==> src/rtl/edge_capture_unit.sv <==
module edge_capture_unit #(
  parameter int CNT_W  = 16,
  parameter int EXT_W  = 8,
  parameter int WORD_W = 32
) (
  input  logic                   clk,
  input  logic                   rst_n,
  input  logic                   enable,
  input  logic                   pin,
  input  logic [1:0]             edge_sel,
  input  logic                   time_mode,
  input  logic                   periodic,
  input  logic [CNT_W+EXT_W-1:0] load_val,
  input  logic [CNT_W+EXT_W-1:0] match_val,
  output logic [WORD_W-1:0]      cap_word,
  output logic [CNT_W+EXT_W-1:0] live_count,
  output logic                   cap_evt,
  output logic                   count_done
);
  localparam int W   = CNT_W + EXT_W;
  localparam int PAD = WORD_W - W;
  localparam logic [W-1:0] ONE = W'(1);

  logic         prev, halted;
  logic [W-1:0] live, seen, stamp;

  wire rise    = pin & ~prev;
  wire fall    = ~pin & prev;
  wire hit     = enable & ((rise & edge_sel[0]) | (fall & edge_sel[1]));
  wire [W-1:0] span = load_val - match_val;
  wire cfg_ok  = load_val > match_val;
  wire take    = hit & ~time_mode & cfg_ok & ~halted;
  wire last    = take & ((seen + ONE) == span);
  wire grab    = hit & time_mode;

  always_ff @(posedge clk or negedge rst_n) begin
    if (!rst_n) begin
      prev       <= 1'b0;
      live       <= '0;
      seen       <= '0;
      stamp      <= '0;
      halted     <= 1'b0;
      cap_evt    <= 1'b0;
      count_done <= 1'b0;
    end else begin
      prev       <= pin;
      cap_evt    <= take | grab;
      count_done <= last;
      if (enable) live <= live + ONE;
      if (grab) stamp <= live;
      if (!enable) begin
        seen   <= '0;
        halted <= 1'b0;
      end else if (last) begin
        seen   <= periodic ? '0 : span;
        halted <= ~periodic;
      end else if (take) begin
        seen   <= seen + ONE;
      end
    end
  end

  assign live_count = live;
  assign cap_word   = {{PAD{1'b0}}, (time_mode ? stamp : seen)};

  AST_DONE_WITH_EVT: assert property (@(posedge clk) disable iff (!rst_n)
    count_done |-> cap_evt);

  AST_LIVE_STEP: assert property (@(posedge clk) disable iff (!rst_n)
    ($past(rst_n) && $past(enable)) |-> live == $past(live) + ONE);

  AST_LIVE_HOLD: assert property (@(posedge clk) disable iff (!rst_n)
    ($past(rst_n) && !$past(enable)) |-> $stable(live));

  AST_NO_EVT_DISABLED: assert property (@(posedge clk) disable iff (!rst_n)
    ($past(rst_n) && !$past(enable)) |-> !cap_evt);

  AST_TIME_NO_DONE: assert property (@(posedge clk) disable iff (!rst_n)
    ($past(rst_n) && $past(time_mode)) |-> !count_done);

  AST_BAD_CFG: assert property (@(posedge clk) disable iff (!rst_n)
    ($past(rst_n) && !$past(time_mode) && ($past(load_val) <= $past(match_val))) |-> !cap_evt);

  AST_STAMP: assert property (@(posedge clk) disable iff (!rst_n)
    ($past(rst_n) && cap_evt && $past(time_mode)) |-> stamp == $past(live));
endmodule

==> config.mk <==
export PLATFORM = sky130hd
export DESIGN_NAME = edge_capture_unit
export DESIGN_NICKNAME = d
export VERILOG_FILES = /design/src/rtl/edge_capture_unit.sv
export SDC_FILE = /design/constraint.sdc
export NUM_CORES = 1
export LEC_CHECK = 0
export BUFFER_PORTS_ARGS = -buffer_cell sky130_fd_sc_hd__buf_2
export CORE_ASPECT_RATIO = 1.75
export CORE_MARGIN = 2
export CORE_UTILIZATION = 25
export DETAILED_ROUTE_END_ITERATION = 7
export GPL_TIMING_DRIVEN = 1
export PLACE_DENSITY_LB_ADDON = 0.05
export SYNTH_ARGS = -nofsm -noshare
export SYNTH_HDL_FRONTEND = slang
export SYNTH_SLANG_ARGS = --single-unit
export TNS_END_PERCENT = 10
==> constraint.sdc <==
create_clock -name clk -period 5.9 [get_ports clk]
set_clock_uncertainty 0.05 [all_clocks]
set_input_delay 0.59 -clock clk [delete_from_list [all_inputs] [get_ports clk]]
set_output_delay 0.59 -clock clk [all_outputs]
set_load 0.005 [all_outputs]
; After elaboration in Yosys (flattened, before gate mapping)
; Index checks and enable logic that the tools add are counted.
[totals]
regBits = 76
input_bits = 56
[classes]
add_sub_neg = 3
order_cmp = 1
eq_ne = 3
n_mux = 7
bitwise = 17
[ops]
columns = op, count
row1 = two-way mux 24 bit, 5
row2 = "adder 24 x 1 -> 24 bit, second input constant", 2
row3 = equality test 24 bit, 1
row4 = > comparator 24 bit, 1
row5 = subtractor 24 bit, 1
row6 = AND 1 bit, 10
row7 = NOT 1 bit, 5
row8 = "inequality test 3 x 1 -> 1 bit, second input constant", 1
row9 = two-way mux 1 bit, 2
row10 = "inequality test 2 x 1 -> 1 bit, second input constant", 1
row11 = bitwise OR 1 bit, 2

; Logic depth before layout (Yosys ltp)
; Gate-level depths: netlist of run 1.
[depth]
depth_word = 11
ltp_mapped = 15

; Worst setup path after synthesis of run 1
; OpenSTA, ideal clock, no wires.
[synth_timing]
kind = input-to-reg
from = input load_val[0]
to = register seen[10]
setup_ns = 0.126
arrival_ns = 3.655
path_slack_ns = 2.068
cell_stages = 15
path_buffers = 2
path_cell_list = inv_1 -> ha_1 -> fa_1 -> nand2b_1 -> a21oi_1 -> o211ai_2 -> and3b_1 -> or3_4 -> a2111oi_4 -> nand3_1 -> nor4_2 -> buf_4 -> buf_6 -> nor2_1 -> a221o_1
[synth_between]
elab_chain_len = 6
elab_cells_between_ends = 10
classes_between = 1 x add/sub / 1 x order compare / 2 x eq/ne / 3 x mux / 3 x bitwise
[synth_lines]
columns = element, line
row1 = start: declaration, 13  ; input logic [CNT_W+EXT_W-1:0] load_val,
row2 = branches (longest 6 deep; another with subtractor 24 bit), n/a
row3 = end signal: assignment, 55  ; seen <= periodic ? '0 : span;
row4 = end signal: assignment, 58  ; seen <= seen + ONE;
row5 = end: declaration, 25  ; logic [W-1:0] live, seen, stamp;
; Parallel ways; which one is timed is not known.
; A chain may end at the register's enable or synchronous reset.

; Worst setup path after layout of run 1
[layout_timing]
from = input load_val[0]
to = register seen[2]
; The elaborated chain is that of the path after synthesis.

==> impl_metrics.csv, run 1 <==
group,metric,value,unit
pwr,power_frac_comb,25.7,%
clock_tree,clockRootBuffer,"clkbuf_16",
pwr,peakVddDrop,134,uV
placed_design,globalplace.congestion,0.771,
logic_synthesis,avgSynthCellArea,8.87,sq um
clock_tree,worstSkewPairLatency,0.35,ns
placed_design,io_buffers,105,
critical_path,crit_required,6.08,ns
sta,relSlewSlack,46.3,%
sta,grt_setup_unrepaired,"false",
logic_synthesis,synth_cell_types,75,
logic_synthesis,synth_most_common_cell,"dfrtp_1",
pwr,p_int,1140,uW
logic_synthesis,synth.ff_latch_count,76,
floorplanning,start_util,25.3,%
critical_path,reg2reg_slack,1.85,ns
critical_path,path_class,"input port to flop",
route,wirelength,19400,um
min_path,hold_class,"input port to async pin",
placed_design,dp_hpwl,15200,um
clock_tree,cts_setup_buffers,0,
pwr,p_sw_share,31.0,%
sta,setup_viol,0,
logic_synthesis,async_flop_share,100,%
sta,tns,0,ns
clock_tree,cts_inserted_buffers,9,
floorplanning,pin_count,114,
critical_path,end_kind,"flop",
pwr,leakage,0.00349,uW
critical_path,start_kind,"input port",
global_routing,antenna_found_initial,0,
clock_tree,cts_tree,"yes",
route,wl_per_cell,17.5,um
global_routing,grt_max_degree,59,
critical_path,r2r_start,"seen[7]",
cells_and_area,n_antenna_cell,0,
floorplanning,die_area,26300,sq um
cells_and_area,areaGrowthSynthToFinish,17.6,%
sta,fin_crit,4.30,ns
floorplanning,core.rowCount,76,
sta,max_freq,232,MHz
sta,slew_violations,0,
sta,worst_pin_slew,0.806,ns
clock_tree,clkTransAtPathRegs,0.06,ns
logic_synthesis,synth_common_cells,"dfrtp_1 (76), nand2_1 (72), xnor2_1 (50)",
route,drc,0,
sta,fin_crit_sh,72.9,%
sta,timing.hold.ws,0.0683,ns
critical_path,path_max_fanout,47,
critical_path,cp_data_arrival_time,4.48,ns
pwr,p_sw,514,uW
logic_synthesis,postSynthCellCount,704,
route,dr.pass1.iters,5,
logic_synthesis,syn_area,6240,sq um
pwr,clkPwrFrac,37.2,%
floorplanning,dieHeight,213,um
cells_and_area,drive_gt1_share,23.9,%
logic_synthesis,synth_flop_cell,"dfrtp_1",
logic_synthesis,yosys.area.top_type,"dfrtp_1",
logic_synthesis,synth.top_cell.area_share,30.5,%
floorplanning,die_x,123,um
logic_synthesis,synth_edf_count,0,
clock_tree,clock_sinks,76,
job,max_cap_violations,0,
clock_tree,clockBufferDepth,2,
pwr,p_per_area,226,nW/um^2
clock_tree,cts-hold-fix-buffers,0,
route,ant_nets,0,
route,via_count,5338,
clock_tree,htreeDepth,3,
floorplanning,coreArea,24600,sq um
route,drtIter0Drc,298,
status,status,"finished, final reports clean",
global_routing,grt_pass1_wl,30800,um
global_routing,globalRouteOverflowTotal,0,
logic_synthesis,yosys_warnings,0,
pwr,seqPwrFrac,37.0,%
route,viasPerCell,4.84,
clock_tree,cts_resized,0,
global_routing,grt_pass1_vias,5527,
critical_path,timing.rr.end,"seen[2]",
global_routing,grt_usage,15.3,%
cells_and_area,final_nets,870,
logic_synthesis,synth.area.top_cells,"dfrtp_1 (30%), mux2_2 (8.5%), xnor2_1 (7.0%), ha_1 (5.2%), xor2_1 (4.5%)",
logic_synthesis,yosysSeqAreaShare,30.5,%
sta,hold_viol,0,
cells_and_area,fillCellCount,2645,
critical_path,rr_worst_depth,11,
## worst max-delay path: stages
cell and delay (ns):
buf_2 0.08, inv_1 0.03, ha_1 0.21, fa_1 0.40, nand2b_1 0.19, a21oi_1 0.47
o211ai_2 0.20, and3b_1 0.22, or3_4 0.35, a2111oi_4 0.34, nand3_1 0.17, nor4_4 0.26
buf_4 0.48, o21ai_0 0.18, a211o_1 0.28
## per-stage QoR
stage	cell area (sq um)	utilization (%)	setup slack (ns)	total power, uW	cells
2_1_floorplan	6270	-	2.07	902	711
3_3_place_gp	7020	28.5	1.28	1050	1088
3_5_place_dp	7020	28.5	1.22	1060	1088
4_1_cts	7340	29.8	1.56	1680	1104
5_1_grt	7340	29.8	1.31	1750	1104
6_report	7340	29.8	1.60	1660	1104
## how the worst max path moves through the flow
stage,startpoint,end,slack [ns],cells after the start
2_1_floorplan,load_val[0],seen[10],2.07,15
6_report,load_val[0],seen[2],1.60,15
5_1_grt,load_val[0],seen[2],1.31,15
3_3_place_gp,load_val[0],seen[2],1.28,15
3_5_place_dp,load_val[0],seen[2],1.22,15
4_1_cts,load_val[0],seen[2],1.56,15
## flip-flops by register name (all words and copies together), names as in the netlist
name        cells
prev            1
cap_evt         1
count_done      1
halted          1
seen           24
stamp          24
live_count     24
## cell usage in the layout, fill, tap and decap left out, drive strengths merged, types with 11 or more instances in the layout
| master | instances |
|---|---|
| a21oi | 28 |
| buf | 110 |
| clkbuf | 11 |
| dfrtp | 76 |
| ha | 26 |
| inv | 33 |
| mux2 | 47 |
| nand2 | 74 |
| nand3 | 41 |
| nand4 | 14 |
| nor2 | 46 |
| nor3 | 29 |
| o21ai | 21 |
| or3 | 12 |
| xnor2 | 50 |
| xor2 | 32 |
## power by group through the flow
stage	clock, uW	combinational (uW)	sequential (uW)
global route	653	476	622
global placement	0	429	623
floorplan	0	290	613
finish	617	426	613
CTS	633	435	614
detailed placement	0	432	624
## per-layer routing
metal  part of all wire, %  vias up  track usage (%)  wire length (um)
met2                    53       93             27.9             10200
met5                     0        -                0                 0
li1                      -     2657                -                 -
met1                    43     2570             18.4              8300
met4                   1.8        0             4.98               345
met3                   2.8       18             1.84               536
## cells by family after synthesis
| kind of cell | Yosys count | share of synthesized area (%) |
|---|---|---|
| buffers and inverters | 78 | 5.69 |
| DFF | 76 | 30.5 |
| muxes | 53 | 9.44 |
| adders and majority gates | 27 | 5.53 |
| AOI/OAI and AO/OA | 114 | 13.1 |
| and+or+nand+nor | 267 | 22.0 |
| other | 1 | 0.0601 |
| xor gates and xnor gates | 88 | 13.7 |
## layout make-up
type	count	area [sq um]	area share (%)
inverter	33	124	1.69
sequential	76	1900	25.9
multi-input combinational	557	4030	54.9
timing repair buffer	110	566	7.70
tap	312	390	5.32
clock inverter	5	85.1	1.16
clock buffer	11	243	3.31
Note: power is estimated with default switching activity, not from simulation.
==> inputs of run 2 (changes only) <==
clock period = 3.55 ns   (was 5.9 ns; I/O delays follow)
==> run 2 against run 1 <==
  * Cell count is 14% higher
  * Die area stayed put
  * Utilization is 6.1 points higher
  * Setup slack worse by 1.5 ns
  * Via count is 13% higher
  * Worst hold slack worse by 0.064 ns
  * Power is 81% higher
  * Routed wire length is 12% higher
  * Largest cell class unchanged
==> impl_metrics.csv, run 2 (synthesis gave the netlist of run 1 again) <==
group,metric,value,unit
min_path,hold_class,"input port to async pin",
placed_design,dp_hpwl,17000,um
critical_path,path_max_fanout,6,
sta,slew_violations,0,
clock_tree,clockBufferDepth,2,
clock_tree,cts_tree,"yes",
floorplanning,die_x,123,um
floorplanning,core.rowCount,76,
cells_and_area,mostFrequentLayoutCells,"buf_4 (155), buf_2 (104), dfrtp_1 (76)",
global_routing,grt_pass1_vias,6379,
global_routing,globalRouteOverflowTotal,0,
clock_tree,htreeDepth,3,
route,dr.pass1.iters,4,
global_routing,grt_max_degree,53,
cells_and_area,layout.cells.most_common,"buf_4",
clock_tree,worstSkewPairLatency,0.35,ns
route,met3_length,683,um
route,drtIter0Drc,246,
sta,max_freq,287,MHz
sta,setup_viol,0,
cells_and_area,n_antenna_cell,0,
sta,hold_viol,0,
sta,fin_crit,3.49,ns
cells_and_area,areaGrowthSynthToFinish,41.9,%
cells_and_area,finish.utilization,36.0,%
pwr,leakage,0.00431,uW
critical_path,crit_chain,"buf_2, inv_1, ha_4, nor2b_2, o21a_2, buf_6, o211ai_1, buf_4, and3_4, o211ai_1, xnor2_1, o2111ai_4, nor4_4, buf_6, clkbuf_16, o21ai_0, a211o_1",
route,wl_met2,11800,um
placed_design,globalplace.congestion,0.822,
placed_design,io_buffers,105,
status,status,"finished, final reports clean",
floorplanning,coreArea,24600,sq um
job,max_cap_violations,0,
cells_and_area,final_nets,1028,
route,wl_met1,8500,um
placed_design,pre_cts_ws,-0.441,ns
sta,grt_setup_unrepaired,"true",
route,viasPerCell,4.79,
clock_tree,clock_sinks,76,
global_routing,grt_usage,17.0,%
floorplanning,dieHeight,213,um
critical_path,critical_path.max_stage_delay,0.34,ns
cells_and_area,drive_gt1_share,40.1,%
route,wl_per_cell,17.3,um
sta,fin_crit_sh,98.2,%
critical_path,crit_slowest_cell,"nor4_4",
clock_tree,clockRootBuffer,"clkbuf_16",
route,topRoutingLayerUsed,"met4",
route,via_count,6045,
global_routing,grt_pass1_wl,33900,um
route,wirelength,21800,um
pwr,p_per_area,339,nW/um^2
route,drc,0,
clock_tree,clkTransAtPathRegs,0.06,ns
critical_path,start_kind,"input port",
global_routing,antenna_found_initial,0,
sta,relSlewSlack,51.0,%
critical_path,end_kind,"flop",
clock_tree,cts-hold-fix-buffers,0,
sta,setup_ws,0.0632,ns
pwr,peakVddDrop,220,uV
critical_path,cp_data_arrival_time,3.67,ns
critical_path,crit_required,3.74,ns
critical_path,path_class,"input port to flop",
floorplanning,die_area,26300,sq um
floorplanning,start_util,25.3,%
critical_path,rr_worst_depth,14,
route,ant_nets,0,
clock_tree,cts_inserted_buffers,9,
sta,timing.hold.ws,0.00457,ns
floorplanning,pin_count,114,
sta,worst_pin_slew,0.734,ns
pwr,total_power,3000,uW
## run 2: cell types whose count changed in the layout (fill, tap and decap cells not counted), sizes merged
cell | previous run | this run
clkbuf | 11 | 12
buf | 110 | 267
clkinv | 2 | 1
## run 2: metrics by stage
| stage | area (sq um) | instances | TNS, ns |
|---|---|---|---|
| 2_1_floorplan | 6270 | 711 | 0 |
| 3_3_place_gp | 8150 | 1232 | -7.02 |
| 3_5_place_dp | 8150 | 1232 | -8.98 |
| 4_1_cts | 8630 | 1255 | 0 |
| 5_1_grt | 8860 | 1261 | -0.373 |
| 6_report | 8860 | 1261 | 0 |
## run 2: final timing paths
path / endpoint / from / slack [ns]
worst min register to register: halted / halted / 0.44
worst max-delay path: seen[2] / match_val[1] / 0.06
worst min-delay path: stamp[18] / rst_n / 0.005
max in group asynchronous: seen[4] / rst_n / 2.58
worst max register to register: seen[2] / seen[0] / 0.24
min in group clk: prev / pin / 0.09
## run 2: what timing repair did
item                                   4_1_cts  5_1_grt
buffers inserted                             6        6
cloned                                       2        1
setup endpoints to repair                   13       26
endpoints found under the hold margin        0        0
pin swaps                                    7       15
gates resized for setup                      9       40
## run 2: final cells by class
| cell class | instances | area [sq um] |
|---|---|---|
| inverters | 33 | 124 |
| flip-flops and latches | 76 | 1900 |
| multi-input cells | 557 | 4260 |
| fillers | 2606 | 15800 |
| clock buffers | 11 | 253 |
| repair buffers | 268 | 1860 |
| clock inverters | 4 | 72.6 |
| well taps | 312 | 390 |
## run 2: worst max-delay path, delay by kind of cell
family          cells  cell delay (ns)
compound gates      6             1.20
buf+inv             6             0.87
simple gates        3             0.70
xor+xnor            1             0.33
fa+ha+maj           1             0.21
## run 2: layer usage
metal  vias to the layer above  track usage, %
met2                       128            31.4
met1                      2909            18.8
li1                       2974               -
met5                         -               0
met3                        34            2.40
met4                         0            7.99
## run 2: where the power goes
| part | internal, uW | switching (uW) | leakage (uW) |
|---|---|---|---|
| registers | 941 | 75.0 | 0.00104 |
| clock network | 648 | 372 | 0.000158 |
| logic | 502 | 460 | 0.00312 |
==> inputs of run 3 (changes only) <==
CELL_PAD_IN_SITES_DETAIL_PLACEMENT = 0   (was default)
CELL_PAD_IN_SITES_GLOBAL_PLACEMENT = 1   (was default)
==> run 3 against run 2 <==
  * Utilization down 0.37 points
  * Clock power down 9.5%
  * Count of clock-buffer cells in the layout up 2
  * Largest cell class unchanged
  * First-iteration DRC count down 0.81%
  * Global-route usage down 0.51 points
  * Critical path depth unchanged
  * Sequential power about the same
  * Sequential cell count unchanged
  * Via count down 0.58%
  * Cell count up 0.56%
  * Die area unchanged
  * Sequential share of layout area up 0.24 points
  * Largest power group unchanged
==> impl_metrics.csv, run 3 (synthesis gave the netlist of run 1 again) <==
group,metric,value,unit
clock_tree,worstSkewPairLatency,0.35,ns
placed_design,io_buffers,105,
sta,max_freq,289,MHz
status,status,"finished, final reports clean",
pwr,leakage,0.00432,uW
sta,relSlewSlack,31.9,%
floorplanning,die_area,26300,sq um
cells_and_area,final_nets,1035,
pwr,p_per_area,329,nW/um^2
clock_tree,clock_sinks,76,
clock_tree,cts_inserted_buffers,9,
global_routing,globalRouteOverflowTotal,0,
critical_path,path_max_fanout,8,
pwr,p_sw_share,30.9,%
floorplanning,core.rowCount,76,
sta,slew_violations,0,
sta,setup_viol,0,
min_path,hold_class,"input port to async pin",
route,viasPerCell,4.74,
cells_and_area,seq_area,1900,sq um
critical_path,end_kind,"flop",
global_routing,grt_usage,16.5,%
clock_tree,clockRootBuffer,"clkbuf_16",
clock_tree,cts-hold-fix-buffers,0,
sta,worst_pin_slew,1.01,ns
route,dr.pass1.iters,5,
placed_design,globalplace.congestion,0.797,
critical_path,crit_required,3.73,ns
cells_and_area,n_antenna_cell,0,
cells_and_area,finish.utilization,35.6,%
pwr,clkPwrFrac,32.0,%
floorplanning,die_x,123,um
global_routing,grt_max_degree,70,
floorplanning,pin_count,114,
pwr,p_int,1990,uW
sta,hold_viol,0,
route,drc,0,
clock_tree,htreeDepth,3,
critical_path,start_kind,"input port",
global_routing,grt_pass1_vias,6272,
pwr,power_frac_comb,32.6,%
floorplanning,coreArea,24600,sq um
pwr,p_sw,890,uW
critical_path,path_class,"input port to flop",
sta,fin_crit,3.46,ns
clock_tree,clockBufferDepth,2,
cells_and_area,fillCellCount,2600,
route,ant_nets,0,
placed_design,dp_cells,1248,
cells_and_area,layout.cells.most_common,"buf_4",
sta,fin_crit_sh,97.3,%
cells_and_area,drive_gt1_share,38.9,%
clock_tree,cts_tree,"yes",
cells_and_area,fin_cells,1268,
pwr,total_power,2880,uW
critical_path,cp_data_arrival_time,3.64,ns
pwr,peakVddDrop,252,uV
cells_and_area,mostFrequentLayoutCells,"buf_4 (163), buf_2 (104), dfrtp_1 (75)",
route,wl_per_cell,17.0,um
floorplanning,dieHeight,213,um
cells_and_area,areaGrowthSynthToFinish,40.4,%
pwr,seqPwrFrac,35.4,%
floorplanning,start_util,25.3,%
cells_and_area,multi_input_area,4160,sq um
route,drtIter0Drc,244,
job,max_cap_violations,0,
global_routing,antenna_found_initial,0,
global_routing,grt_pass1_wl,33200,um
route,wirelength,21500,um
clock_tree,clkTransAtPathRegs,0.06,ns
sta,grt_setup_unrepaired,"true",
route,via_count,6010,
placed_design,dp_hpwl,17300,um
==> run 3: path summary, 6_finish.rpt <==
check / cells past startpoint / endpoint / from / slack, ns
max: 17 / seen[13] / load_val[6] / 0.09
min: 1 / stamp[18] / rst_n / 0.08
max reg2reg: 14 / seen[13] / seen[1] / 0.22
min reg2reg: 1 / live_count[23] / live_count[23] / 0.44
max in group asynchronous: 2 / stamp[10] / rst_n / 2.64
min in group clk: 1 / prev / pin / 0.09
==> run 3: layer usage <==
metal  up-vias  track usage (%)  share of wire [%]
li1       2992                -                  -
met1      2890             18.8                 40
met2       102             30.9                 55
met3        26             2.06                2.6
met4         0             5.96                2.5
met5         -                0                  0
==> run 3: layout make-up <==
class,count,share of cell area [%]
Clock buffer,13,2.85
Clock inverter,2,0.400
Inverter,33,1.41
Multi-Input combinational cell,557,47.4
Sequential cell,76,21.7
Tap cell,312,4.45
Timing Repair Buffer,275,21.7
==> run 3: critical path: stages <==
cell and delay, ns:
buf_2 0.10, ha_1 0.33, buf_4 0.17, nand2_1 0.10, buf_4 0.12, nor3_1 0.05
and4_1 0.23, nor4_1 0.77, o31ai_4 0.17, nor2_1 0.16, nand3_2 0.10, nor4_4 0.30
buf_6 0.17, buf_12 0.14, buf_12 0.11, mux2i_1 0.18, nand2_1 0.07
==> run 3: metrics by stage <==
step / setup TNS, ns / cell area [sq um] / hold WS, ns / worst slack (ns)
detailed placement: -7.86 / 8280 / 0.435 / -0.362
finish: 0 / 8770 / 0.0834 / 0.0947
global placement: -7.20 / 8280 / 0.428 / -0.345
floorplan: 0 / 6270 / 0.00941 / 0.0299
CTS: 0 / 8570 / 0.0721 / 0.00214
global route: -0.227 / 8770 / 0.0857 / -0.0330
==> run 3: power groups by stage <==
stage | clock [uW] | sequential (uW) | combinational [uW]
2_1_floorplan | 0 | 1020 | 482
3_3_place_gp | 0 | 1030 | 914
3_5_place_dp | 0 | 1040 | 923
4_1_cts | 956 | 1020 | 929
5_1_grt | 987 | 1040 | 1040
6_report | 923 | 1020 | 939
==> run 3: what timing repair did <==
| action | 4_1_cts | 5_1_grt |
|---|---|---|
| buffers inserted | 0 | 3 |
| gates resized for setup | 0 | 27 |
| endpoints found under the setup margin | 0 | 25 |
